--- src/rtl/iv_ctx_pkg.sv ---
package iv_ctx_pkg;
  typedef enum logic [1:0] {
    PH_IDLE = 2'd0,
    PH_RUN  = 2'd1,
    PH_DONE = 2'd2
  } phase_e;

  localparam int STAT_CTX_BIT   = 0;
  localparam int STAT_EARLY_BIT = 1;
endpackage

--- src/rtl/iv_half_regs.sv ---
module iv_half_regs #(
  parameter int HALF_W     = 64,
  parameter int NUM_HALVES = 2,
  localparam int IV_W      = HALF_W * NUM_HALVES
) (
  input  logic                  clk,
  input  logic                  rst_n,
  input  logic [NUM_HALVES-1:0] wr_en,
  input  logic [HALF_W-1:0]     wdata,
  input  logic                  load_all,
  input  logic [IV_W-1:0]       load_data,
  output logic [IV_W-1:0]       iv_q,
  output logic                  iv_full
);
  logic [NUM_HALVES-1:0] loaded_q;

  for (genvar h = 0; h < NUM_HALVES; h++) begin : g_half
    logic [HALF_W-1:0] half_d;
    logic              half_en;
    logic              ld_d;

    always_comb begin
      half_en = load_all | wr_en[h];
      half_d  = load_all ? load_data[h*HALF_W +: HALF_W] : wdata;
      ld_d    = loaded_q[h] | load_all | wr_en[h];
    end

    always_ff @(posedge clk or negedge rst_n) begin
      if (!rst_n) begin
        iv_q[h*HALF_W +: HALF_W] <= '0;
        loaded_q[h]              <= 1'b0;
      end else begin
        if (half_en) iv_q[h*HALF_W +: HALF_W] <= half_d;
        loaded_q[h] <= ld_d;
      end
    end
  end

  assign iv_full = &loaded_q;

  p_engine_load_r6: assert property (@(posedge clk) disable iff (!rst_n)
    load_all |=> (iv_q == $past(load_data)));

  p_idle_hold_r3: assert property (@(posedge clk) disable iff (!rst_n)
    (!load_all && wr_en == '0) |=> $stable(iv_q));
endmodule

--- src/rtl/iv_phase_ctrl.sv ---
module iv_phase_ctrl
  import iv_ctx_pkg::*;
(
  input  logic clk,
  input  logic rst_n,
  input  logic cbc_sel,
  input  logic iv_full,
  input  logic eng_start,
  input  logic eng_finish,
  output logic busy,
  output logic done,
  output logic finish_ok
);
  phase_e phase_q, phase_d;
  logic   start_ok;

  always_comb begin
    start_ok  = eng_start && cbc_sel && iv_full && (phase_q != PH_RUN);
    finish_ok = eng_finish && (phase_q == PH_RUN);
    phase_d   = phase_q;
    if (start_ok)       phase_d = PH_RUN;
    else if (finish_ok) phase_d = PH_DONE;
  end

  always_ff @(posedge clk or negedge rst_n) begin
    if (!rst_n) phase_q <= PH_IDLE;
    else        phase_q <= phase_d;
  end

  assign busy = (phase_q == PH_RUN);
  assign done = (phase_q == PH_DONE);

  p_start_gate_r5: assert property (@(posedge clk) disable iff (!rst_n)
    (!busy && !(eng_start && cbc_sel && iv_full)) |=> !busy);

  p_finish_done_r6: assert property (@(posedge clk) disable iff (!rst_n)
    (busy && eng_finish) |=> (done && !busy));

  p_start_clears_done_r10: assert property (@(posedge clk) disable iff (!rst_n)
    $rose(busy) |-> !done);

  p_stray_finish_r11: assert property (@(posedge clk) disable iff (!rst_n)
    (!busy && !eng_start) |=> $stable(done));
endmodule

--- src/rtl/iv_err_flags.sv ---
module iv_err_flags (
  input  logic clk,
  input  logic rst_n,
  input  logic set_ctx,
  input  logic set_early,
  input  logic clr_ctx,
  input  logic clr_early,
  output logic ctx_q,
  output logic early_q
);
  logic ctx_d, early_d;

  always_comb begin
    ctx_d   = set_ctx   | (ctx_q   & ~clr_ctx);
    early_d = set_early | (early_q & ~clr_early);
  end

  always_ff @(posedge clk or negedge rst_n) begin
    if (!rst_n) begin
      ctx_q   <= 1'b0;
      early_q <= 1'b0;
    end else begin
      ctx_q   <= ctx_d;
      early_q <= early_d;
    end
  end

  p_ctx_sticky_r9: assert property (@(posedge clk) disable iff (!rst_n)
    (ctx_q && !clr_ctx) |=> ctx_q);

  p_early_sticky_r9: assert property (@(posedge clk) disable iff (!rst_n)
    (early_q && !clr_early) |=> early_q);
endmodule

--- src/rtl/iv_ctx_guard.sv ---
module iv_ctx_guard
  import iv_ctx_pkg::*;
#(
  parameter int  HALF_W     = 64,
  parameter int  NUM_HALVES = 2,
  localparam int IV_W       = HALF_W * NUM_HALVES,
  localparam int ADDR_W     = $clog2(NUM_HALVES + 1)
) (
  input  logic              clk,
  input  logic              rst_n,
  input  logic              host_wr,
  input  logic              host_rd,
  input  logic [ADDR_W-1:0] host_addr,
  input  logic [HALF_W-1:0] host_wdata,
  output logic [HALF_W-1:0] host_rdata,
  input  logic              cbc_sel,
  input  logic              eng_start,
  input  logic              eng_finish,
  input  logic [IV_W-1:0]   eng_iv_final,
  output logic [IV_W-1:0]   iv_value,
  output logic              msg_busy,
  output logic              msg_done,
  output logic              err_ctx,
  output logic              err_early
);
  logic [1:0] rst_sync_q;
  logic       rst_n_s;

  always_ff @(posedge clk or negedge rst_n) begin
    if (!rst_n) rst_sync_q <= 2'b00;
    else        rst_sync_q <= {rst_sync_q[0], 1'b1};
  end
  assign rst_n_s = rst_sync_q[1];

  logic                  hit_iv, hit_stat;
  logic                  wr_legal, set_ctx, set_early, clr_ctx, clr_early;
  logic                  rd_stat, rd_iv;
  logic [NUM_HALVES-1:0] wr_en;
  logic [HALF_W-1:0]     rd_half, rdata_d;
  logic                  iv_full, finish_ok;

  always_comb begin
    hit_iv    = int'(host_addr) < NUM_HALVES;
    hit_stat  = int'(host_addr) == NUM_HALVES;
    wr_legal  = host_wr && hit_iv && !msg_busy && cbc_sel;
    set_ctx   = host_wr && hit_iv && !wr_legal;
    clr_ctx   = host_wr && hit_stat && host_wdata[STAT_CTX_BIT];
    clr_early = host_wr && hit_stat && host_wdata[STAT_EARLY_BIT];
    rd_iv     = host_rd && hit_iv;
    rd_stat   = host_rd && hit_stat;
    set_early = rd_iv && !msg_done;
    wr_en     = '0;
    rd_half   = '0;
    for (int h = 0; h < NUM_HALVES; h++) begin
      if (int'(host_addr) == h) begin
        wr_en[h] = wr_legal;
        rd_half  = iv_value[h*HALF_W +: HALF_W];
      end
    end
    rdata_d = '0;
    if (rd_stat) begin
      rdata_d[STAT_CTX_BIT]   = err_ctx;
      rdata_d[STAT_EARLY_BIT] = err_early;
    end else if (rd_iv && msg_done) begin
      rdata_d = rd_half;
    end
  end

  always_ff @(posedge clk or negedge rst_n_s) begin
    if (!rst_n_s)     host_rdata <= '0;
    else if (host_rd) host_rdata <= rdata_d;
  end

  iv_half_regs #(.HALF_W(HALF_W), .NUM_HALVES(NUM_HALVES)) u_regs (
    .clk       (clk),
    .rst_n     (rst_n_s),
    .wr_en     (wr_en),
    .wdata     (host_wdata),
    .load_all  (finish_ok),
    .load_data (eng_iv_final),
    .iv_q      (iv_value),
    .iv_full   (iv_full)
  );

  iv_phase_ctrl u_phase (
    .clk        (clk),
    .rst_n      (rst_n_s),
    .cbc_sel    (cbc_sel),
    .iv_full    (iv_full),
    .eng_start  (eng_start),
    .eng_finish (eng_finish),
    .busy       (msg_busy),
    .done       (msg_done),
    .finish_ok  (finish_ok)
  );

  iv_err_flags u_flags (
    .clk       (clk),
    .rst_n     (rst_n_s),
    .set_ctx   (set_ctx),
    .set_early (set_early),
    .clr_ctx   (clr_ctx),
    .clr_early (clr_early),
    .ctx_q     (err_ctx),
    .early_q   (err_early)
  );

  p_busy_write_hold_r3: assert property (@(posedge clk) disable iff (!rst_n_s)
    (host_wr && hit_iv && msg_busy && !eng_finish) |=> ($stable(iv_value) && err_ctx));

  p_nocbc_write_r4: assert property (@(posedge clk) disable iff (!rst_n_s)
    (host_wr && hit_iv && !cbc_sel) |=> err_ctx);

  p_early_zero_r8: assert property (@(posedge clk) disable iff (!rst_n_s)
    (host_rd && hit_iv && !msg_done) |=> (host_rdata == '0 && err_early));

  p_phase_excl_r6: assert property (@(posedge clk) disable iff (!rst_n_s)
    !(msg_busy && msg_done));
endmodule

--- config.mk ---
export PLATFORM = sky130hd
export DESIGN_NAME = iv_ctx_guard
export DESIGN_NICKNAME = d
export VERILOG_FILES = /design/src/rtl/iv_ctx_pkg.sv /design/src/rtl/iv_half_regs.sv /design/src/rtl/iv_phase_ctrl.sv /design/src/rtl/iv_err_flags.sv /design/src/rtl/iv_ctx_guard.sv
export SDC_FILE = /design/constraint.sdc
export NUM_CORES = 1
export LEC_CHECK = 0
export ABC_AREA = 1
export BUFFER_PORTS_ARGS = -buffer_cell sky130_fd_sc_hd__buf_2
export CORE_ASPECT_RATIO = 1.5
export CORE_MARGIN = 10
export CORE_UTILIZATION = 40
export CTS_BUF_LIST = sky130_fd_sc_hd__clkbuf_16
export DETAILED_ROUTE_END_ITERATION = 8
export PLACE_DENSITY = 0.71
export REMOVE_ABC_BUFFERS = 1
export SLEW_MARGIN = 20
export SYNTH_ARGS = -nofsm -noshare
export SYNTH_HDL_FRONTEND = slang
export SYNTH_SLANG_ARGS = --single-unit
--- constraint.sdc ---
create_clock -name clk -period 6.2 [get_ports clk]
set_input_delay 0.93 -clock clk [delete_from_list [all_inputs] [get_ports clk]]
set_output_delay 0.93 -clock clk [all_outputs]
set_load 0.03 [all_outputs]
==> results of run 1 <==
## critical path: cells and delay by family
family | cells | cell delay, ns
buf+inv | 3 | 1.09
simple gates | 5 | 1.01
## cell families (layout without fill, tap and decap cells)
kind of cell / Yosys count / after routing / share of synthesized area, %
other: 1 / 2 / 0.0374
AND/OR/NAND/NOR: 1115 / 1115 / 44.8
AO/OA/AOI/OAI: 2 / 2 / 0.125
buffers and inverters: 103 / 451 / 5.08
flip-flops: 200 / 200 / 50.0
## power by group through the flow
stage | combinational [mW] | clock [mW] | sequential [mW]
floorplan | 0.975 | 0 | 2.87
CTS | 2.74 | 1.09 | 2.07
global placement | 2.70 | 0 | 2.08
global route | 2.96 | 1.14 | 2.13
finish | 2.71 | 1.07 | 2.08
detailed placement | 2.73 | 0 | 2.10
## state kept, by name (all words and copies together), names as in the netlist
signal,count
u_regs.iv_q,128
host_rdata,64
rst_sync_q,2
u_phase.phase_q,2
u_regs.loaded_q,2
u_flags.ctx_q,1
u_flags.early_q,1
## stage by stage
stage               power [mW]  instances  cell area [µm²]
finish                    5.86       2094            12600
global placement          4.78       2060            12000
floorplan                 3.85       1327             9540
detailed placement        4.82       2060            12100
CTS                       5.90       2092            12600
global route              6.23       2094            12600
## cell usage in the layout (no fill, tap or decap), drive strengths merged
master,netlist,layout
clkbuf,22,17
o21ai,1,1
nand3b,2,2
bufinv,0,1
nand4,2,2
dfrtp,200,200
nand3,199,199
o31ai,1,1
nor2,4,4
diode,0,1
conb,1,1
clkinvlp,0,3
nor3,1,1
inv,9,13
clkinv,0,7
or2,1,1
nand2,906,906
buf,72,410
## area by class of cell
class / instances / share of cell area [%]
timing repair buffer: 410 / 16.6
clock inverter: 15 / 1.01
multi-input combinational: 1118 / 35.8
inverter: 9 / 0.268
antenna: 1 / 0.0198
clock buffer: 17 / 3.37
sequential: 200 / 39.7
tap: 324 / 3.21
## per-layer routing
| layer | global-route usage, % | up-vias |
|---|---|---|
| met5 | 0 | - |
| met4 | 11.0 | 2 |
| met3 | 4.94 | 79 |
| met2 | 37.0 | 467 |
| met1 | 27.2 | 4852 |
| li1 | - | 5082 |
## worst min-delay path by stage
stage	from	endpoint	slack [ns]	depth (start not counted)
final	rst_n	rst_sync_q[1]$_DFF_PN0_	0.26	1
after global routing	rst_n	rst_sync_q[1]$_DFF_PN0_	0.23	1
after CTS	rst_n	rst_sync_q[1]$_DFF_PN0_	0.23	1
after detailed placement	rst_sync_q[0]$_DFF_PN0_	rst_sync_q[1]$_DFF_PN0_	0.34	0
after global placement	rst_sync_q[0]$_DFF_PN0_	rst_sync_q[1]$_DFF_PN0_	0.33	0
after floorplan	rst_sync_q[0]$_DFF_PN0_	rst_sync_q[1]$_DFF_PN0_	0.33	0
==> Implementation_results.wiki, run 1 <==
{| class="wikitable"
! Metric !! Value
|-
| Run status || completed
|-
| Area delta synth->final || 26.1%
|-
| Worst setup margin || roughly 3.5 ns
|-
| Pin count of the biggest net entering global routing || ~110
|-
| Fraction of registers with async set or reset after synthesis || 100%
|-
| Int Pwr || 3.02 mW
|-
| Clock slew at the register clock pins of the worst setup and hold paths || approximately 0.07 ns
|-
| Share of the yosys chip area belonging to registers || between 40 and 50%
|-
| Data required time of the worst path || 6.58 ns
|-
| Final Net Count || just under 2000
|-
| R2R depth || 9
|-
| GRT overflow || 0
|-
| Global-route wire length before repair || around 57 mm
|-
| Number of instances resized during post-cts repair || 0
|-
| Number of hold-slack violations in the final timing report || 0
|-
| Register bit total from synthesis || 200
|-
| Largest driver fanout on the critical path || between 90 and 100
|-
| Buffer depth of the longest clock path || 2
|-
| DRC || 0
|-
| Cell seen most often among critical-path stages || nand2_1
|-
| Setup repair after global routing missed its margin || no
|-
| Reg2reg setup slack || 3.52 ns
|-
| Max_cap viols || 0
|-
| TritonCTS clock tree || yes
|-
| Critical-path cell with the highest stage delay || buf_4
|-
| Die area || ~32000 µm²
|-
| Post-CTS Hold Fix Bufs || 0
|-
| CTS H-tree lvls || 4
|-
| Share of power burned in combinational logic || 46.2%
|-
| Die height || 214 µm
|-
| Maximum ir drop on the vdd rail || 0.244 mV
|-
| Instance count of the mapped netlist || 1421
|-
| Total number of vias || approximately 10000
|-
| Clock network power share || between 10% and 20%
|-
| Antenna violations before repair || 2
|-
| Leading post-synthesis cells by instance count || nand2_1, dfrtp_1, nand3_1
|-
| Critical path endpoint category || flip-flop
|-
| Startpoint of the most critical setup path || eng_finish
|-
| Fmax || 0.366 GHz
|-
| Detailed-route wire length || between 30 and 40 mm
|-
| Detailed-route wire length per cell || approximately 18 µm
|-
| Post-synth EDFFs || 0
|-
| Distinct cells, synth || 21
|-
| Final-layout fill cell count || approximately 2500
|-
| Relative slew slack || between 30% and 40%
|-
| Area leader, netlist || dfrtp_1
|-
| Period minus WS final || between 2 and 3 ns
|-
| Final Max Tran Viols || 0
|-
| Beginning of the worst register-to-register path || u_phase.phase_q[1]$_DFFE_PN0P_
|-
| First-iteration detailed-routing DRC count || roughly 670
|-
| Via density per instance || ~5
|-
| Capture instance of the worst register-to-register path || u_regs.iv_q[79]$_DFFE_PN0P_
|-
| Buffers inserted by post-CTS timing repair || 0
|-
| Reported leakage power || 7.76 nW
|-
| Combined area of the multi-input logic cells || approximately 4500 µm²
|-
| I/O Pins || 397
|-
| Clock tree skew after final layout || 0.0130 ns
|-
| Area share of the largest cell type after synthesis || around 50%
|-
| Slew @ Worst Pin || 0.982 ns
|-
| Clk root buf || clkbuf_16
|-
| Peak per-stage delay on the critical path || between 0.8 and 0.9 ns
|-
| Vias in the first global route || around 10000
|-
| Detailed Place HPWL || 25.1 mm
|-
| First drt pass iteration count || 7
|-
| Number of synthesis warnings || 0
|-
| Most instantiated library cell after synthesis || nand2_1
|-
| Worst path arrival time || 3.11 ns
|-
| Launching element type of the critical path || input port
|-
| Final Cycle Share || 44.0%
|-
| Met2 Wirelength || 18.3 mm
|-
| Top FF cell, synth || dfrtp_1
|-
| Sequential cell fraction of total power || 35.5%
|-
| Post-Route M1 WL || roughly 14 mm
|-
| Top layer reached by signal wires || met5
|-
| Final setup vio count || 0
|-
| Critical path class || input port to flip-flop
|-
| Minimum setup slack after placement || roughly 3.0 ns
|-
| Horizontal die dimension || 149 µm
|-
| Worst-skew pair later-pin latency || 0.45 ns
|-
| Starting density of the core || between 40% and 50%
|-
| Core box area || approximately 25000 µm²
|-
| All-Layer GR Usage || approximately 22%
|-
| Core occupancy in the finished layout || 51.5%
|-
| Proportion of total power due to net switching || around half
|-
| Mean Syn Cell Area || between 7 and 8 µm²
|-
| Layout cells sized above 1 || 25.7%
|-
| Min-delay worst type || input port to asynchronous set/reset pin
|-
| Final hold slack || between 0.2 and 0.3 ns
|-
| Input/output buffers || between 300 and 400
|-
| Power dissipated by switching net loads || 2.84 mW
|-
| Standard-cell rows || 70
|-
| GP Congestion || approximately 0.85
|-
| Antenna Nets Post-Route || 0
|-
| Synth area leaders || dfrtp_1, nand2_1, nand3_1
|-
| FF+latch area || between 5000 and 6000 µm²
|-
| DR WL met3 || approximately 2.8 mm
|-
| Total CTS buffers || 17
|-
| Ratio of total power to cell area || 464 nW/µm²
|-
| Sinks on Clock Net || 200
|-
| End of the critical path || u_regs.iv_q[25]$_DFFE_PN0P_
|-
| Cell area after synthesis || roughly 10000 µm²
|-
| Final total negative setup slack || 0 ns
|-
| Critical Path, Cell by Cell || buf_2 -> inv_2 -> nor2_4 -> buf_4 -> nand2_1 -> nand2_1 -> nand2_1 -> nand2_1
|}
No activity file was read; power rests on OpenSTA's default activity.
==> inputs of run 2 (changes only) <==
Settings changed: ABC_AREA 1 to 0, PLACE_DENSITY 0.71 to 0.7.
Clock period 6.2 ns to 2.43 ns, I/O delays scaled along.
==> run 2 against run 1 <==
Net effect: worst hold slack got worse by 0.15 ns; design area increased by 6.2%; routed wire length increased by 7.8%; sequential power increased to 2.7 times the previous value; first-iteration DRC count decreased by 10%; synthesized area increased by 5.9%; clock skew decreased by 0.0049 ns; sequential share of layout area decreased by 2.3 points; power increased to 2.7 times the previous value.
==> Implementation_results.wiki, run 2 <==
{| class="wikitable"
! Metric !! Value
|-
| Vias in the first global route || approximately 10000
|-
| Beginning of the worst register-to-register path || u_phase.phase_q[1]$_DFFE_PN0P_
|-
| Final Max Tran Viols || 0
|-
| TritonCTS clock tree || yes
|-
| Instance count of the mapped netlist || between 1000 and 1500
|-
| Buffers inserted by post-CTS timing repair || 0
|-
| Number of hold-slack violations in the final timing report || 0
|-
| Largest driver fanout on the critical path || 62
|-
| Period minus WS final || around 2.2 ns
|-
| Leading post-synthesis cells by instance count || nand2_1, dfrtp_1, or4b_1
|-
| Global-route wire length before repair || 60.7 mm
|-
| Slew @ Worst Pin || 0.581 ns
|-
| Core box area || between 20000 and 30000 µm²
|-
| Post-route cell area || between 10000 and 15000 µm²
|-
| Register with the highest flop count || u_regs.iv_q
|-
| CTS H-tree lvls || 4
|-
| R2R depth || 5
|-
| Min-delay worst type || input port to flip-flop
|-
| Standard-cell rows || 72
|-
| Maximum ir drop on the vdd rail || ~0.64 mV
|-
| Layout cells sized above 1 || about 37%
|-
| Distinct cells, synth || 35
|-
| Non-filler cells, final || 1735
|-
| Critical path class || flip-flop to output port
|-
| Placement Cell Area || around 13000 µm²
|-
| First drt pass iteration count || 5
|-
| Fmax || around 0.45 GHz
|-
| Cell area after synthesis || ~11000 µm²
|-
| Register bit total from synthesis || 200
|-
| Setup repair after global routing missed its margin || no
|-
| Detailed Place HPWL || between 20 and 30 mm
|-
| Fraction of registers with async set or reset after synthesis || 100%
|-
| Clk root buf || clkbuf_16
|-
| Power after layout || 16.0 mW
|-
| Placed cells || ~1700
|-
| Worst path arrival time || about 1.9 ns
|-
| Die area || ~34000 µm²
|-
| Ratio of total power to cell area || roughly 1200 nW/µm²
|-
| Detailed-route wire length || 39.9 mm
|-
| Final setup vio count || 0
|-
| Largest registers || u_regs.iv_q (128), host_rdata (64)
|-
| Reg2reg setup slack || approximately 0.47 ns
|-
| Commonest cells after routing, fill and taps aside || buf_2, nand2_1, dfrtp_1
|-
| Minimum setup slack after placement || 0.464 ns
|-
| Clock slew at the register clock pins of the worst setup and hold paths || ~0.080 ns
|-
| GRT overflow || 0
|-
| Sinks on Clock Net || 200
|-
| Detailed-route wire length per cell || ~23 µm
|-
| Number of synthesis warnings || 0
|-
| Antenna violations before repair || 12
|-
| Core occupancy in the finished layout || a little over 50%
|-
| Relative slew slack || about three fifths
|-
| Flip-flop count of the largest register after layout || 128
|-
| Final hold slack || 0.109 ns
|-
| Worst-skew pair later-pin latency || ~0.46 ns
|-
| Mean Syn Cell Area || ~10 µm²
|-
| Buffer depth of the longest clock path || 2
|-
| Share of the yosys chip area belonging to registers || 47.2%
|-
| Post-synth EDFFs || 0
|-
| First-iteration detailed-routing DRC count || 599
|-
| Horizontal die dimension || 153 µm
|-
| Capture instance of the worst register-to-register path || u_regs.loaded_q[0]$_DFF_PN0_
|-
| Top FF cell, synth || dfrtp_1
|-
| GP Congestion || between 0.8 and 0.9
|-
| Final total negative setup slack || 0 ns
|-
| Data required time of the worst path || 2.07 ns
|-
| End of the critical path || msg_busy
|-
| Via density per instance || ~5.6
|-
| Final Cycle Share || 92.4%
|-
| Total number of vias || approximately 10000
|-
| Total CTS buffers || 17
|-
| Most instantiated library cell after synthesis || nand2_1
|-
| Max_cap viols || 0
|-
| Post-CTS Hold Fix Bufs || 1
|-
| Input/output buffers || 396
|-
| Area leader, netlist || dfrtp_1
|-
| Reported leakage power || around 6.5 nW
|-
| I/O Pins || 397
|-
| Antenna Nets Post-Route || 0
|-
| Worst setup margin || about 0.18 ns
|-
| Synth area leaders || dfrtp_1, or4b_1, nand2_1
|-
| Most common cell after layout, fill and taps aside || buf_2
|-
| DRC || 0
|-
| Die height || between 200 and 250 µm
|-
| Launching element type of the critical path || flip-flop
|-
| Area delta synth->final || 26.4%
|-
| Area share of the largest cell type after synthesis || about 47%
|-
| Run status || completed
|-
| Final Net Count || between 1500 and 2000
|-
| Critical path endpoint category || output port
|-
| Number of instances resized during post-cts repair || 0
|-
| Pin count of the biggest net entering global routing || 106
|-
| Startpoint of the most critical setup path || u_phase.phase_q[1]$_DFFE_PN0P_
|-
| Clock tree skew after final layout || slightly above 0.008 ns
|-
| All-Layer GR Usage || ~23%
|-
| Starting density of the core || between 40% and 50%
|}
[run 2: cell types whose count changed in the layout (fill, tap and decap cells not counted), moves of 4 or more]
cell	change
buf_12	+11
diode_2	+13
inv_1	+61
inv_2	-5
mux2i_1	+64
nand2_1	-645
nand3_1	-198
nand3b_1	+4
o211ai_1	+65
o211ai_2	+60
o22ai_1	+62
or4b_1	+125
[run 2: where the power goes]
group | internal, mW | leakage (nW) | switching, mW | total, mW
Clock | 1.52 | 0.277 | 1.37 | 2.89
Sequential | 4.51 | 2.56 | 1.05 | 5.56
Combinational | 2.40 | 3.70 | 5.13 | 7.53
[run 2: cells by family after synthesis]
| kind of cell | count (synthesis) | share of synthesized area, % |
|---|---|---|
| other | 1 | 0.0354 |
| buffers and inverters | 169 | 7.72 |
| AO/OA/AOI/OAI | 199 | 16.2 |
| AND/OR/NAND/NOR | 407 | 22.9 |
| flip-flops | 200 | 47.2 |
| multiplexers | 64 | 6.04 |
[run 2: area by class of cell]
cell class              instances  area [µm²]
multi-input cells             671        4800
fillers                      2413       12500
clock buffers                  17         425
clock inverters                15         154
diodes                         14        35.0
flip-flops and latches        200        5010
well taps                     333         417
repair buffers                421        2320
inverters                      64         243
[run 2: critical path, stage by stage (launching register included)]
cell and delay, ns:
dfrtp_1 0.45, nand2b_4 0.19, inv_4 0.42, buf_2 0.32
[run 2: layer usage]
layer  vias to the layer above  routed length [µm]  global-route usage (%)
met5                         -                  13                       0
met4                         2                2060                    15.2
met3                       103                2490                    5.21
met2                       458               20200                    37.3
met1                      4786               15100                    26.4
li1                       4449                   -                       -
[run 2: worst min path at each step]
stage                 startpoint                           end  slack, ns  cells after the start
2_1_floorplan              rst_n       rst_sync_q[0]$_DFF_PN0_       0.07                      0
5_1_grt        eng_iv_final[107]  u_regs.iv_q[107]$_DFFE_PN0P_       0.11                      3
6_report       eng_iv_final[107]  u_regs.iv_q[107]$_DFFE_PN0P_       0.11                      3
4_1_cts        eng_iv_final[107]  u_regs.iv_q[107]$_DFFE_PN0P_       0.09                      3
3_5_place_dp               rst_n       rst_sync_q[0]$_DFF_PN0_       0.16                      1
3_3_place_gp               rst_n       rst_sync_q[0]$_DFF_PN0_       0.15                      1
==> inputs of run 3 (changes only) <==
Settings changed: CTS_BUF_LIST sky130_fd_sc_hd__clkbuf_16 to sky130_fd_sc_hd__clkbuf_2 sky130_fd_sc_hd__clkbuf_4 sky130_fd_sc_hd__clkbuf_8.
==> run 3 against run 2 <==
Net effect: non-clock buffer count is the same; global-route usage down 0.17 points; critical endpoint unchanged; via count decreased by 0.56%; largest power group unchanged; first-iteration DRC count shrank 1.8%; worst setup slack better by 0.065 ns; sequential power hardly changed; die area did not move.
==> Implementation_results.wiki, run 3 (same netlist as run 2, synthesis figures left out) <==
{| class="wikitable"
! Metric !! Value
|-
| Largest driver fanout on the critical path || just over 60
|-
| Reg2reg setup slack || around 0.57 ns
|-
| Clock tree skew after final layout || about 0.012 ns
|-
| Worst-skew pair later-pin latency || between 0.5 and 0.6 ns
|-
| Clock network power share || 14.7%
|-
| Horizontal die dimension || between 150 and 200 µm
|-
| Final Net Count || approximately 1600
|-
| Vias in the first global route || roughly 10000
|-
| Critical path class || flip-flop to output port
|-
| CTS H-tree lvls || 4
|-
| Ratio of total power to cell area || 1160 nW/µm²
|-
| Most common cell after layout, fill and taps aside || buf_2
|-
| Critical Path, Cell by Cell || nand2b_4 -> inv_6 -> buf_2
|-
| Commonest cells after routing, fill and taps aside || buf_2, nand2_1, dfrtp_1
|-
| Final setup vio count || 0
|-
| First-iteration detailed-routing DRC count || approximately 600
|-
| Fmax || around 0.46 GHz
|-
| Antenna violations before repair || 13
|-
| Input/output buffers || a little under 400
|-
| Detailed-route wire length || between 30 and 40 mm
|-
| FF+latch area || 5010 µm²
|-
| Placement Cell Area || around 13000 µm²
|-
| Int Pwr || between 7 and 8 mW
|-
| Largest registers || u_regs.iv_q (128), host_rdata (64)
|-
| Sinks on Clock Net || 200
|-
| Instance count on the critical path || 3
|-
| Worst path arrival time || approximately 1.8 ns
|-
| Proportion of total power due to net switching || approximately half
|-
| Total CTS buffers || 17
|-
| Placed cells || 1688
|-
| Sequential cell fraction of total power || between 30% and 40%
|-
| Crit path max-delay family || buffers and inverters
|-
| Launching element type of the critical path || flip-flop
|-
| Global-route wire length before repair || approximately 60 mm
|-
| GRT overflow || 0
|-
| Combined area of the multi-input logic cells || ~4800 µm²
|-
| Reported leakage power || ~6.5 nW
|-
| Relative slew slack || 62.9%
|-
| Startpoint of the most critical setup path || u_phase.phase_q[1]$_DFFE_PN0P_
|-
| Final-layout fill cell count || about 2400
|-
| Buffers inserted by post-CTS timing repair || 0
|-
| TritonCTS clock tree || yes
|-
| DRC || 0
|-
| Beginning of the worst register-to-register path || u_phase.phase_q[1]$_DFFE_PN0P_
|-
| Max_cap viols || 0
|-
| First drt pass iteration count || 5
|-
| Buffer depth of the longest clock path || 2
|-
| Non-filler cells, final || roughly 1700
|-
| Final hold slack || 0.0506 ns
|-
| Die height || 219 µm
|-
| Standard-cell rows || between 70 and 80
|-
| Final Max Tran Viols || 0
|-
| Detailed-route wire length per cell || 22.7 µm
|-
| Min-delay worst type || input port to flip-flop
|-
| Starting density of the core || between 40% and 50%
|-
| Total number of vias || 9743
|-
| Layout cells sized above 1 || between 30% and 40%
|-
| Setup repair after global routing missed its margin || no
|-
| Final Cycle Share || between 80 and 90%
|-
| R2R depth || 5
|-
| Register with the highest flop count || u_regs.iv_q
|-
| Slew @ Worst Pin || between 0.5 and 0.6 ns
|-
| Post-route cell area || ~13000 µm²
|-
| Share of power burned in combinational logic || between 40% and 50%
|-
| Critical path endpoint category || output port
|-
| All-Layer GR Usage || 22.7%
|-
| Number of hold-slack violations in the final timing report || 0
|-
| Via density per instance || 5.61
|-
| I/O Pins || around 400
|-
| Power dissipated by switching net loads || ~7.4 mW
|-
| Capture instance of the worst register-to-register path || u_regs.loaded_q[0]$_DFF_PN0_
|-
| Period minus WS final || 2.18 ns
|-
| GP Congestion || 0.878
|-
| Maximum ir drop on the vdd rail || 0.627 mV
|-
| WP buf/inv || 2
|-
| Peak per-stage delay on the critical path || about 0.46 ns
|-
| Antenna Nets Post-Route || 0
|-
| Area delta synth->final || 24.9%
|-
| Data required time of the worst path || 2.07 ns
|-
| End of the critical path || msg_busy
|-
| Flip-flop count of the largest register after layout || about 130
|-
| Clock slew at the register clock pins of the worst setup and hold paths || 0.11 ns
|-
| Run status || completed
|-
| Critical-path cell with the highest stage delay || dfrtp_1
|-
| Pin count of the biggest net entering global routing || between 100 and 150
|-
| Clk root buf || clkbuf_8
|-
| Core box area || around 26000 µm²
|-
| Die area || approximately 34000 µm²
|-
| Detailed Place HPWL || 27.8 mm
|}
-- run 3: changes by cell type in the layout (fill, tap and decap cells not counted) --
cell	delta
inv_6	+1
diode_2	+1
clkbuf_4	+2
inv_1	-2
clkbuf_16	-17
clkbuf_8	+18
inv_4	-1
clkinv_1	-1
-- run 3: through the flow --
| step | utilization (%) | setup TNS [ns] | power (mW) | setup slack [ns] |
|---|---|---|---|---|
| 2_1_floorplan | - | -831.93 | 10.3 | -3.56 |
| 3_3_place_gp | 49.3 | 0 | 13.0 | 0.531 |
| 3_5_place_dp | 49.3 | 0 | 13.2 | 0.464 |
| 4_1_cts | 50.9 | 0 | 15.4 | 0.0866 |
| 5_1_grt | 51.0 | 0 | 16.2 | 0.136 |
| 6_report | 51.0 | 0 | 15.3 | 0.249 |
-- run 3: worst register-to-register path, cell delays in order, from the launching register on --
cell      delay (ns)
dfrtp_1         0.46
nand2b_4        0.20
inv_6           0.31
nor3_4          0.11
buf_4           0.29
or3_1           0.38
-- run 3: cell type report --
type	instances	area share (%)
tap	333	3.15
clock inverter	12	1.08
multi-input combinational	671	36.3
clock buffer	20	1.98
timing repair buffer	421	17.6
antenna	15	0.283
inverter	64	1.85
sequential	200	37.8
-- run 3: worst min-delay path by stage --
stage,startpoint,to,slack [ns],cells past startpoint
3_5_place_dp,rst_n,rst_sync_q[0]$_DFF_PN0_,0.16,1
5_1_grt,eng_iv_final[92],u_regs.iv_q[92]$_DFFE_PN0P_,0.03,3
4_1_cts,eng_iv_final[107],u_regs.iv_q[107]$_DFFE_PN0P_,0.006,3
3_3_place_gp,rst_n,rst_sync_q[0]$_DFF_PN0_,0.15,1
2_1_floorplan,rst_n,rst_sync_q[0]$_DFF_PN0_,0.07,0
6_report,eng_iv_final[107],u_regs.iv_q[107]$_DFFE_PN0P_,0.05,3
-- run 3: repair_timing --
item,CTS,global route
setup endpoints to repair,0,1
endpoints found under the hold margin,2,0
hold buffers,1,0
gates resized for setup,0,1
-- run 3: per-layer routing --
metal  track usage (%)  up-vias  routed length [µm]  share of wire, %
li1                  -     4437                   -                 -
met1              26.3     4774               15200                39
met2              37.3      428               19800                50
met3              5.50      102                2400               6.1
met4              13.9        2                1990               5.0
met5                 0        -                   7             0.018
-- run 3: power groups by stage --
stage / Sequential [mW] / Combinational (mW) / Clock (mW)
2_1_floorplan: 7.67 / 2.68 / 0
3_3_place_gp: 5.55 / 7.43 / 0
3_5_place_dp: 5.60 / 7.57 / 0
4_1_cts: 5.53 / 7.59 / 2.32
5_1_grt: 5.69 / 8.08 / 2.45
6_report: 5.55 / 7.52 / 2.26
